## src/rtl/cal_pkg.sv

```systemverilog
package cal_pkg;
    typedef enum logic [2:0] {
        ST_IDLE,
        ST_LOAD_REQ,
        ST_LOAD_WAIT,
        ST_SAVE_REQ,
        ST_SAVE_WAIT
    } seq_state_t;
endpackage

```

## src/rtl/cal_sat_counter.sv

```systemverilog
module cal_sat_counter #(
    parameter int W    = 7,
    parameter int INIT = 64
) (
    input  logic         clk,
    input  logic         rst_n,
    input  logic         step_ok,
    input  logic         up,
    input  logic         down,
    input  logic         load,
    input  logic [W-1:0] load_val,
    output logic [W-1:0] value
);
    localparam logic [W-1:0] TOP = {W{1'b1}};
    localparam logic [W-1:0] BOT = '0;

    logic go_up;
    logic go_down;

    // Both strobes in one cycle cancel; the end stops block any further step.
    assign go_up   = step_ok && up && !down && (value != TOP);
    assign go_down = step_ok && down && !up && (value != BOT);

    always_ff @(posedge clk or negedge rst_n) begin
        if (!rst_n) begin
            value <= W'(INIT);
        end else if (load) begin
            value <= load_val;
        end else if (go_up) begin
            value <= value + 1'b1;
        end else if (go_down) begin
            value <= value - 1'b1;
        end
    end
endmodule

```

## src/rtl/cal_prog_qual.sv

```systemverilog
module cal_prog_qual #(
    parameter int QUAL_US = 200
) (
    input  logic clk,
    input  logic rst_n,
    input  logic prog_lvl,
    input  logic en,
    input  logic us_tick,
    input  logic take,
    output logic qual
);
    localparam int CW = $clog2(QUAL_US + 1);
    localparam logic [CW-1:0] LIMIT = CW'(QUAL_US);

    logic [CW-1:0] ticks;
    logic          held;
    logic          armed;

    always_ff @(posedge clk or negedge rst_n) begin
        if (!rst_n) begin
            ticks <= '0;
            held  <= 1'b0;
        end else if (!prog_lvl || !en) begin
            ticks <= '0;
            held  <= 1'b0;
        end else if (us_tick && !held) begin
            // The tick after LIMIT counted ticks marks "longer than" the window.
            if (ticks == LIMIT) begin
                held <= 1'b1;
            end else begin
                ticks <= ticks + 1'b1;
            end
        end
    end

    // One save per assertion: disarm on use, re-arm only once the flag drops.
    always_ff @(posedge clk or negedge rst_n) begin
        if (!rst_n) begin
            armed <= 1'b1;
        end else if (take) begin
            armed <= 1'b0;
        end else if (!prog_lvl) begin
            armed <= 1'b1;
        end
    end

    assign qual = held && armed;
endmodule

```

## src/rtl/cal_nv_seq.sv

```systemverilog
module cal_nv_seq
    import cal_pkg::*;
(
    input  logic clk,
    input  logic rst_n,
    input  logic en,
    input  logic prog_lvl,
    input  logic qual,
    input  logic nv_busy,
    output logic nv_rd,
    output logic nv_wr,
    output logic take,
    output logic load,
    output logic step_ok,
    output logic busy
);
    seq_state_t st;
    seq_state_t st_nx;
    logic       en_q;
    logic       reload_pend;
    logic       start_save;

    assign start_save = !reload_pend && qual && prog_lvl && en;

    always_ff @(posedge clk or negedge rst_n) begin
        if (!rst_n) begin
            en_q        <= 1'b0;
            reload_pend <= 1'b0;
        end else begin
            en_q <= en;
            if (en_q && !en) begin
                reload_pend <= 1'b1;
            end else if (st == ST_IDLE && reload_pend) begin
                reload_pend <= 1'b0;
            end
        end
    end

    always_ff @(posedge clk or negedge rst_n) begin
        if (!rst_n) begin
            st <= ST_LOAD_REQ;
        end else begin
            st <= st_nx;
        end
    end

    always_comb begin
        st_nx = st;
        unique case (st)
            ST_IDLE: begin
                if (reload_pend) begin
                    st_nx = ST_LOAD_REQ;
                end else if (start_save) begin
                    st_nx = ST_SAVE_REQ;
                end
            end
            ST_LOAD_REQ:  st_nx = ST_LOAD_WAIT;
            ST_LOAD_WAIT: if (!nv_busy) st_nx = ST_IDLE;
            ST_SAVE_REQ:  st_nx = ST_SAVE_WAIT;
            ST_SAVE_WAIT: if (!nv_busy) st_nx = ST_IDLE;
            default:      st_nx = ST_IDLE;
        endcase
    end

    always_comb begin
        nv_rd   = 1'b0;
        nv_wr   = 1'b0;
        take    = 1'b0;
        load    = 1'b0;
        step_ok = 1'b0;
        busy    = 1'b1;
        unique case (st)
            ST_IDLE: begin
                busy    = 1'b0;
                step_ok = en;
                take    = start_save;
            end
            ST_LOAD_REQ:  nv_rd = 1'b1;
            ST_LOAD_WAIT: load  = !nv_busy;
            ST_SAVE_REQ:  nv_wr = 1'b1;
            ST_SAVE_WAIT: ;
            default:      busy  = 1'b1;
        endcase
    end
endmodule

```

## src/rtl/cal_setting_ctrl.sv

```systemverilog
module cal_setting_ctrl #(
    parameter int W       = 7,
    parameter int MID     = 64,
    parameter int QUAL_US = 200
) (
    input  logic         clk,
    input  logic         rst_n,
    input  logic         en,
    input  logic         inc_stb,
    input  logic         dec_stb,
    input  logic         prog_lvl,
    input  logic         us_tick,
    output logic         nv_rd,
    output logic         nv_wr,
    output logic [W-1:0] nv_wdata,
    input  logic [W-1:0] nv_rdata,
    input  logic         nv_busy,
    output logic [W:0]   dac_code,
    output logic         busy
);
    logic         qual;
    logic         take;
    logic         load;
    logic         step_ok;
    logic [W-1:0] setting;

    cal_prog_qual #(.QUAL_US(QUAL_US)) u_qual (
        .clk      (clk),
        .rst_n    (rst_n),
        .prog_lvl (prog_lvl),
        .en       (en),
        .us_tick  (us_tick),
        .take     (take),
        .qual     (qual)
    );

    cal_nv_seq u_seq (
        .clk      (clk),
        .rst_n    (rst_n),
        .en       (en),
        .prog_lvl (prog_lvl),
        .qual     (qual),
        .nv_busy  (nv_busy),
        .nv_rd    (nv_rd),
        .nv_wr    (nv_wr),
        .take     (take),
        .load     (load),
        .step_ok  (step_ok),
        .busy     (busy)
    );

    cal_sat_counter #(.W(W), .INIT(MID)) u_cnt (
        .clk      (clk),
        .rst_n    (rst_n),
        .step_ok  (step_ok),
        .up       (inc_stb),
        .down     (dec_stb),
        .load     (load),
        .load_val (nv_rdata),
        .value    (setting)
    );

    assign nv_wdata = setting;
    assign dac_code = {1'b0, setting} + 1'b1;
endmodule

```

## config.mk

```make
export PLATFORM = sky130hd
export DESIGN_NAME = cal_setting_ctrl
export DESIGN_NICKNAME = d
export VERILOG_FILES = /design/src/rtl/cal_pkg.sv /design/src/rtl/cal_sat_counter.sv /design/src/rtl/cal_prog_qual.sv /design/src/rtl/cal_nv_seq.sv /design/src/rtl/cal_setting_ctrl.sv
export SDC_FILE = /design/constraint.sdc
export NUM_CORES = 1
export LEC_CHECK = 0
export ABC_AREA = 1
export BUFFER_PORTS_ARGS = -buffer_cell sky130_fd_sc_hd__buf_2
export CAP_MARGIN = 10
export CORE_MARGIN = 1
export CORE_UTILIZATION = 53
export CTS_BUF_LIST = sky130_fd_sc_hd__clkbuf_8
export CTS_CLUSTER_SIZE = 10
export DETAILED_ROUTE_END_ITERATION = 10
export HOLD_SLACK_MARGIN = 0.08
export PLACE_DENSITY = 0.84
export SYNTH_ARGS = -nofsm -noshare
export SYNTH_HDL_FRONTEND = slang
export SYNTH_SLANG_ARGS = --single-unit
```

## constraint.sdc

```tcl
create_clock -name clk -period 3.4 [get_ports clk]
set_input_delay 0.85 -clock clk [delete_from_list [all_inputs] [get_ports clk]]
set_output_delay 0.85 -clock clk [all_outputs]
set_load 0.05 [all_outputs]
```

==> metrics.md <==
| Metric | Value |
|---|---|
| Status | `complete, but fails checks` |
| Failing checks | `design-rule violations` |
| Wire length of the first global-routing pass | `around 5800 um` |
| CTS sink count | `22` |
| Number of top-level pins | `33` |
| Cell at the root of the clock tree | `clkbuf_8` |
| Sequential share of the synthesized area | `0.333` |
| Worst path required time | `about 2600 ps` |
| Share of post-route cells with drive strength above 1 | `0.286` |
| Clock latency at the later pin of the worst-skew pair | `260 ps` |
| Maximum buffer depth of the clock tree | `2` |
| Share of the clock period used by the worst path after layout | `0.816` |
| Path class of the lowest-slack min-delay path | `flip-flop to flip-flop` |
| Global-route layer with the greatest usage | `met2` |
| Worst-path fanout max | `7` |
| Global routing met1 resource utilization | `0.295` |
| Static Leakage | `0.997 nW` |
| Average via count per standard cell | `between 5 and 6` |
| Synthesized area divided by synthesized cell count | `7.40 sq um` |
| Vertical die dimension | `58.1 um` |
| Final max-slew violation count | `0` |
| Gate Count Post-Synth | `between 200 and 250` |
| Data arrival time of the worst path | `approximately 1900 ps` |
| Slew at the pin closest to its max-slew limit | `496 ps` |
| Vias after detailed routing | `1524` |
| Area Growth Syn to Fin | `16.2%` |
| Average wire length per cell after detail routing | `around 12 um` |
| CTS buffer count | `3` |
| Setup repair after global routing missed its margin | `false` |
| Initial standard-cell utilization of the core | `0.579` |
| Final hold violations | `0` |
| All-Layer GR Usage | `0.221` |
| Clk pin slew, worst setup/hold paths | `around 80 ps` |
| Vias in the first global route | `1354` |
| Maximum number of pins on one net before global-route repair | `23` |
| Floorplan row count | `19` |
| Worst setup path class | `flip-flop to primary output` |
| Initial drt markers | `74` |
| Post-synthesis cell area | `between 1500 and 2000 sq um` |
| Core region area | `2880 sq um` |
| Final Instance Count excl. Fillers | `301` |
| Number of filler instances in the final layout | `243` |
| Sum of overflow across all layers after global routing | `0` |
| Category of the worst setup path capture point | `primary output` |
| Hold-fix buffers at CTS | `0` |
| Post-route clock skew | `7.69 ps` |
| Drc violations | `3` |
| Number of antenna violations at the first check in global routing | `0` |
| Distinct cells, synth | `30` |
| TritonCTS clock tree | `done` |
| Setup violation total in the final timing report | `0` |
| Leading cell type in the layout, fill and taps excluded | `nand2_1` |
| Die span in x | `58.1 um` |
| Number of H-tree levels | `1` |
| Count of synthesis-stage warnings from yosys | `0` |
| Number of nets with antenna violations after detailed routing | `0` |
| Antenna Diode Count | `0` |
| PwrDens | `~1000 nW/um^2` |
| Crit path time final | `2770 ps` |
| Wire length reported by the detailed router | `3480 um` |
| Share of the synthesized area in the top cell type | `0.285` |
| I/O Buffers | `32` |
| Cell type contributing the most total cell area after synthesis | `dfrtp_1` |
| Biggest area contributors in the synthesized netlist | `dfrtp_1 (29%), nand2_1 (14%), ha_1 (6.8%)` |
| Number of instances in the placed design | `297` |
| Net count, final | `285` |
| Post-synthesis sequential element count | `22` |
| Weighted congestion at the end of routability-driven global placement | `about 0.84` |
| Met3 Resource Use GR | `0.0491` |
| Largest voltage drop on the vdd net | `between 0.5 and 0.6 mV` |
| Die Footprint | `3370 sq um` |
| Max-cap violations | `0` |
| Worst-case headroom to the max-slew limit | `0.670` |
| CP Launch Type | `flip-flop` |
| Number of buffers inserted to repair setup after CTS | `0` |
| DPL Wire Length | `2620 um` |
| Top library cells by usage in the layout, fill and taps aside | `nand2_1 (60), buf_2 (32), inv_1 (25), dfrtp_1 (19), nand3_1 (14)` |
| Highest clock rate | `approximately 360 MHz` |
| Net count after synthesis | `250` |
| Number of detailed-route iterations in the first pass | `7` |
| Resized Gates After CTS | `0` |
| Global Route met2 Usage | `0.358` |
| Final TNS setup | `0 ps` |
-- critical path, stage by stage (launching register included) --
cell and delay (ps):
dfrtp_1 490, inv_1 160, nor3_1 390, nand3_1 200, xor2_1 150, buf_2 270
-- layer usage --
metal	share of wire	wire length [um]
met3	0.047	163
met4	0.015	51
met2	0.46	1590
met1	0.48	1680
met5	0	0
-- cells in the mapped netlist --
cell type,instances
xnor2_1,2
nor4_1,1
nand2_2,9
o21ai_0,5
a211oi_1,1
nand3b_1,1
o21ai_1,10
xor2_1,10
nand2_1,60
fa_1,1
buf_4,1
dfrtp_1,19
inv_2,9
nor2_2,2
dfstp_2,3
nand3_2,4
nor2_1,9
inv_1,25
nand4_1,8
nor3_1,2
ha_1,9
nand3_1,14
clkinv_1,2
nor2_4,2
a31o_1,1
and2_1,1
or2_2,3
buf_6,1
a21oi_1,5
o21ai_2,5
-- layout make-up --
| type | instances | area [sq um] | area share |
|---|---|---|---|
| sequential | 22 | 554 | 0.286 |
| tap | 42 | 52.6 | 0.0271 |
| inverter | 36 | 135 | 0.0698 |
| multi-input combinational | 165 | 962 | 0.497 |
| clock inverter | 1 | 30.0 | 0.0155 |
| timing repair buffer | 32 | 160 | 0.0827 |
| clock buffer | 3 | 41.3 | 0.0213 |
-- flip-flops by register name, summed over array words and instances (netlist names) --
signal	flops
u_seq.reload_pend	1
u_qual.held	1
u_qual.armed	1
u_seq.st	3
u_qual.ticks	8
u_cnt.value	7
u_seq.en_q	1
-- path summary, 6_finish.rpt --
| path | slack, ps | startpoint | endpoint | cells past startpoint |
|---|---|---|---|---|
| max reg2reg | 870 | u_cnt.value[0]$_DFFE_PN0P_ | u_cnt.value[3]$_DFFE_PN0P_ | 12 |
| max | 630 | u_cnt.value[0]$_DFFE_PN0P_ | dac_code[5] | 5 |
| max in group asynchronous | 2500 | rst_n | u_seq.st[0]$_DFFE_PN1P_ | 1 |
| min | 490 | u_qual.armed$_DFFE_PN1P_ | u_qual.armed$_DFFE_PN1P_ | 2 |
| min in group asynchronous | 540 | rst_n | u_cnt.value[5]$_DFFE_PN0P_ | 1 |
| min reg2reg | 490 | u_qual.armed$_DFFE_PN1P_ | u_qual.armed$_DFFE_PN1P_ | 2 |
-- power breakdown --
part           switching, mW  internal (mW)  total [mW]
clock                 0.0840          0.157       0.241
combinational          0.889          0.362        1.25
sequential            0.0968          0.333       0.430
total                   1.07          0.852        1.92
-- per-stage QoR --
stage                     hold slack (ps)  setup WS (ps)  utilization  instance area, sq um  total power, mW
final                                 490            627        0.673                  1940             1.92
after global routing                  506            520        0.673                  1940             2.06
after CTS                             488            657        0.673                  1940             1.92
after detailed placement              475            869        0.648                  1860             1.68
after global placement                472            909        0.648                  1860             1.66
after floorplan                       452           99.3            -                  1670             1.44
-- kinds of logic (layout without fill, tap and decap cells) --
logic type | count (synthesis) | after routing | share of synthesized area
and+or+nand+nor | 116 | 116 | 0.336
xor gates and xnor gates | 12 | 12 | 0.0631
AOI/OAI and AO/OA | 27 | 27 | 0.0962
DFF | 22 | 22 | 0.333
adders and majority gates | 10 | 10 | 0.0796
buffers and inverters | 38 | 72 | 0.0924
Note: power is estimated with default switching activity, not from simulation.
